File: config.mk
export PLATFORM = sky130hd
export DESIGN_NAME = sclk_divider
export DESIGN_NICKNAME = d
export VERILOG_FILES = /design/src/rtl/sclk_divider.sv
export SDC_FILE = /design/constraint.sdc
export NUM_CORES = 1
export LEC_CHECK = 0
export CORE_ASPECT_RATIO = 0.6
export CORE_MARGIN = 2
export CORE_UTILIZATION = 30
export CTS_CLUSTER_DIAMETER = 40
export DETAILED_ROUTE_END_ITERATION = 8
export DONT_BUFFER_PORTS = 1
export PLACE_DENSITY_LB_ADDON = 0.1
export RECOVER_POWER = 100
export SKIP_LAST_GASP = 1
export SYNTH_ARGS = -nofsm -noshare
export SYNTH_HDL_FRONTEND = slang
export SYNTH_SLANG_ARGS = --single-unit
File: constraint.sdc
create_clock -name clk -period 6.1 [get_ports clk]
set_clock_uncertainty 0.1 [all_clocks]
set_input_delay 0.915 -clock clk [delete_from_list [all_inputs] [get_ports clk]]
set_output_delay 0.915 -clock clk [all_outputs]
set_load 0.005 [all_outputs]
File: src/rtl/sclk_divider.sv
module sclk_divider #(
  parameter int CNT_W = 15
) (
  input  logic        clk,
  input  logic        rst_n,
  input  logic        en,
  input  logic [31:0] clk_ctrl,
  output logic        sclk_tick,
  output logic        sclk_lvl
);
  localparam int NW = 8;
  localparam int EW = 4;

  logic [CNT_W-1:0] cnt, half_q, half_nx;
  logic [EW-1:0]    e_eff;

  assign e_eff = (clk_ctrl[11:8] == '0) ? EW'(1) : clk_ctrl[11:8];

  always_comb begin
    if (clk_ctrl[12]) half_nx = CNT_W'(clk_ctrl[NW-1:0]);
    else              half_nx = (CNT_W'(1) << (e_eff - EW'(1))) - CNT_W'(1);
  end

  assign sclk_tick = en && (cnt == half_q);

  always_ff @(posedge clk or negedge rst_n) begin
    if (!rst_n) begin
      cnt      <= '0;
      half_q   <= '0;
      sclk_lvl <= 1'b0;
    end else if (!en) begin
      cnt      <= '0;
      half_q   <= half_nx;
      sclk_lvl <= 1'b0;
    end else if (sclk_tick) begin
      cnt      <= '0;
      sclk_lvl <= ~sclk_lvl;
      if (sclk_lvl) half_q <= half_nx;
    end else begin
      cnt <= cnt + CNT_W'(1);
    end
  end

  p_idle_r5: assert property (@(posedge clk) disable iff (!rst_n)
    !en |=> !sclk_lvl);
  p_tick_toggles_r7: assert property (@(posedge clk) disable iff (!rst_n)
    sclk_tick |=> sclk_lvl != $past(sclk_lvl));
  p_level_holds_r7: assert property (@(posedge clk) disable iff (!rst_n)
    (en && !sclk_tick) |=> $stable(sclk_lvl));
  p_latch_at_wrap_r8: assert property (@(posedge clk) disable iff (!rst_n)
    (en && !(sclk_tick && sclk_lvl)) |=> $stable(half_q));
  p_count_bound_r1: assert property (@(posedge clk) disable iff (!rst_n)
    en |-> cnt <= half_q);
endmodule

==> out/metrics.sh <==
CRITICAL-PATH-MAX-STAGE-DELAY_PS=370
VIAS_IN_THE_FIRST_GLOBAL_ROUTE=1404
ROUTED_WIRELENGTH_MM=4.41
AREA_DELTA_SYNTH_FINAL_PCT=7.03
FINAL_HOLD_VIOL_COUNT=0
ANT_NETS=0
TOP_LEVEL_PORTS=37
CLK_LATENCY_PS=290
POWER_FRAC_SEQ=0.485
POST-ROUTE-DRC-COUNT=0
RR_ENDPOINT='half_q[14]'
SYNTH_FF_TYPE='sky130_fd_sc_hd__dfrtp_1'
SYNTH_COMMON_CELLS='31 x sky130_fd_sc_hd__dfrtp_1, 27 x sky130_fd_sc_hd__nor2_1, 20 x sky130_fd_sc_hd__nand2_1, 20 x sky130_fd_sc_hd__xnor2_1, 11 x sky130_fd_sc_hd__a21oi_1'
DESIGN.CORE.AREA_MM2=0.00625
TRITONCTS_CLOCK_TREE='built'
DIE_BOUNDARY_HEIGHT_UM=66.9
NETLIST_AREA_MM2=0.00198
CP-START-KIND='input port'
MIN-DELAY-PATH-CLASS='in2async'
TIMING.CRITICAL_PATH.FANOUT_MAX=15
ENDPOINT_KIND='flop'
YOSYS_REGISTER_BITS=31
VIA_PER_INST=4.77
SYNTH_AREA_PER_CELL_UM2=9.23
DIE_WIDTH_UM=109
FIN_WS_PS=3040
PATH_CELLS='inv_1, ha_1, or2b_1, a21o_1, ha_1, nor3b_1, a21oi_1, o311ai_0, mux2_1'
CRITICAL_PATH_REQUIRED_PS=6230
HTREE_NUM_LEVELS=2
GLOBAL_ROUTE_WIRE_LENGTH_BEFORE_REPAIR_MM=7.58
NUMBER_OF_ANTENNA_VIOLATIONS_AT_THE_FIRST_CHECK_IN_GLOBAL_ROUTING=0
TIMING.CRITICAL_PATH.SLOWEST_STAGE_CELL='sky130_fd_sc_hd__ha_1'
SYN-INSTANCE-COUNT=214
FIN_NETS=249
COMB_POWER_SHARE=0.133
POWER.SHARE.CLOCK=0.382
FIN_CRIT_SH=0.502
POWER.STATIC_LEAKAGE_uW=0.000833
SYNTH_AREA_LEADER_CELL='sky130_fd_sc_hd__dfrtp_1'
SYNTH_MOST_COMMON_CELL='sky130_fd_sc_hd__dfrtp_1'
YS_SEQ_AREA_FRAC=0.393
VIA_COUNT=1407
FIN_WORST_HOLD_SLACK_PS=216
NETSWITCHINGPOWER_uW=118
BUFFERS_INSERTED_BY_POST_CTS_TIMING_REPAIR=0
INITIAL_CORE_UTIL=0.316
GRT.OVERFLOW.TOTAL=0
FRACTION_OF_LAYOUT_INSTANCES_USING_A_DRIVE_STRENGTH_ABOVE_1=0.0853
YOSYSTOPAREACELLSHARE=0.393
WORST_PATH_MOST_REPEATED_CELL='sky130_fd_sc_hd__ha_1'
RELSLEWSLACK=0.538
SYNTH_NETS=253
RSZ0062_AT_GRT='false'
SYNTH_AREA_LEADERS='sky130_fd_sc_hd__dfrtp_1 39%, sky130_fd_sc_hd__xnor2_1 8.9%, sky130_fd_sc_hd__mux2_1 5.1%, sky130_fd_sc_hd__nor2_1 5.1%, sky130_fd_sc_hd__mux2_2 4.6%'
YS_WARNS=0
MAX-CLOCK-PATH-BUFFERS=2
PLACE.GP.CONGESTION=0.770
NUMBER_OF_ENABLE_TYPE_REGISTER_CELLS_IN_THE_SYNTHESIZED_NETLIST=0
OUTCOME='finished clean'
P_PER_AREA_mW_PER_MM2=223
P_INT_uW=355
CLOCKROOTBUFFER='sky130_fd_sc_hd__clkbuf_8'
FINAL.SETUP.TNS_PS=0
PRE_CTS_WS_PS=2770
CLOCK_SINK_COUNT=31
MIN_PERIOD_PS=3060
POST_CTS_HOLD_BUFFER_COUNT=0
ROUTED_WIRE_LENGTH_PER_INSTANCE_UM=15.0
INPUT_OUTPUT_BUFFERS=0
SWITCHING_SHARE=0.249
TIMING.CRITICAL_PATH.ARRIVAL_PS=3190
PATH_CLK_SLEW_PS=70
CTS_MADE_BUFFERS=5
TIMING_WORST_SLEW_PIN_VALUE_PS=686
DRT_ITER0_MARKERS=97
INSERTEDDIODECOUNT=0
GRT_UTIL_ALL_LAYERS=0.142
FF2FF_SETUP_SLACK_PS=3450
DR.PASS1.ITERS=5
FMAX_GHz=0.327
MAXCAPVIOLATIONS=0
DP_HPWL_MM=3.34
CORE_OCCUPANCY_IN_THE_FINISHED_LAYOUT=0.338
FP.DIEAREA_MM2=0.00727
FINAL-SETUP-VIOL-COUNT=0
FF2FF_PATH_DEPTH=5
CORE.ROWCOUNT=22
TIMING.SETUP.CRITICAL_PATH_CLASS='in2reg'
IR_WORST_VDD_mV=0.0683
POST_CTS_SIZING=0
FINAL-MAX-SLEW-VIOLATION-COUNT=0
SYNTHDISTINCTLIBCELLS=42
GRT_MAX_DEGREE=32
POSTSYNTH.ASYNCRESETSHARE=1.00
R2R_START='cnt[9]'
## metrics by stage
| stage | area [um^2] | instances | power (uW) |
|---|---|---|---|
| after floorplan | 1980 | 214 | 288 |
| after global placement | 2020 | 287 | 299 |
| after detailed placement | 2020 | 287 | 297 |
| after CTS | 2120 | 295 | 478 |
| after global routing | 2110 | 295 | 500 |
| final | 2110 | 295 | 472 |
## layout by cell type, fill, tap and decap left out, types with 3 or more instances in the layout
cell	n
sky130_fd_sc_hd__nand3_1	6
sky130_fd_sc_hd__mux2_2	8
sky130_fd_sc_hd__nor2_1	27
sky130_fd_sc_hd__xor2_1	10
sky130_fd_sc_hd__nor3_1	4
sky130_fd_sc_hd__ha_1	4
sky130_fd_sc_hd__dfrtp_1	31
sky130_fd_sc_hd__clkbuf_8	7
sky130_fd_sc_hd__nand2_1	20
sky130_fd_sc_hd__a21oi_1	11
sky130_fd_sc_hd__inv_1	5
sky130_fd_sc_hd__mux2_1	10
sky130_fd_sc_hd__nand4_1	5
sky130_fd_sc_hd__nor4_1	3
sky130_fd_sc_hd__and2_1	3
sky130_fd_sc_hd__xnor2_1	20
sky130_fd_sc_hd__o21ai_0	9
## flip-flops by register name, indices dropped and copies added, names as in the netlist
signal / count
half_q: 15
cnt: 15
sclk_lvl: 1
## final cells by class
class,count,area [um^2]
Sequential cell,31,776
Tap cell,84,105
Inverter,5,18.8
Fill cell,665,4130
Multi-Input combinational cell,167,1110
Clock buffer,8,100
## worst max path at each step
stage,start,to,slack [ps],cells past startpoint
floorplan,clk_ctrl[11],half_q[4],2920,11
global placement,clk_ctrl[11],half_q[4],2680,9
detailed placement,clk_ctrl[11],half_q[4],2770,9
CTS,clk_ctrl[11],half_q[4],3050,9
global route,clk_ctrl[11],half_q[4],2760,9
finish,clk_ctrl[11],half_q[4],3040,9
## cells by family (layout without fill, tap and decap cells)
family | count (synthesis) | after routing | synth area share
adder cells (fa/ha/maj) | 4 | 4 | 0.0253
AO/OA/AOI/OAI | 32 | 32 | 0.0988
multiplexers | 18 | 18 | 0.104
flip-flops | 31 | 31 | 0.393
buffers and inverters | 16 | 13 | 0.0380
XOR/XNOR | 30 | 30 | 0.133
AND/OR/NAND/NOR | 83 | 83 | 0.208
## layer usage
metal	up-vias	track usage	wire length, um
li1	723	-	-
met1	648	0.239	2610
met2	32	0.164	1470
met3	4	0.0431	315
met4	0	0.0288	26
met5	-	0	0
## critical path: cells and delay by family
| kind | cells | cell delay, ps |
|---|---|---|
| multiplexers | 1 | 190 |
| adder cells (fa/ha/maj) | 2 | 660 |
| AO/OA/AOI/OAI | 3 | 660 |
| buffers and inverters | 1 | 150 |
| AND/OR/NAND/NOR | 2 | 620 |
## power groups by stage
stage	registers [uW]	logic, uW	clock network [uW]
finish	229	62.7	180
global route	231	72.0	197
CTS	229	64.9	184
detailed placement	233	64.4	0
global placement	233	65.6	0
floorplan	230	58.3	0
Note: power is estimated with default switching activity, not from simulation.
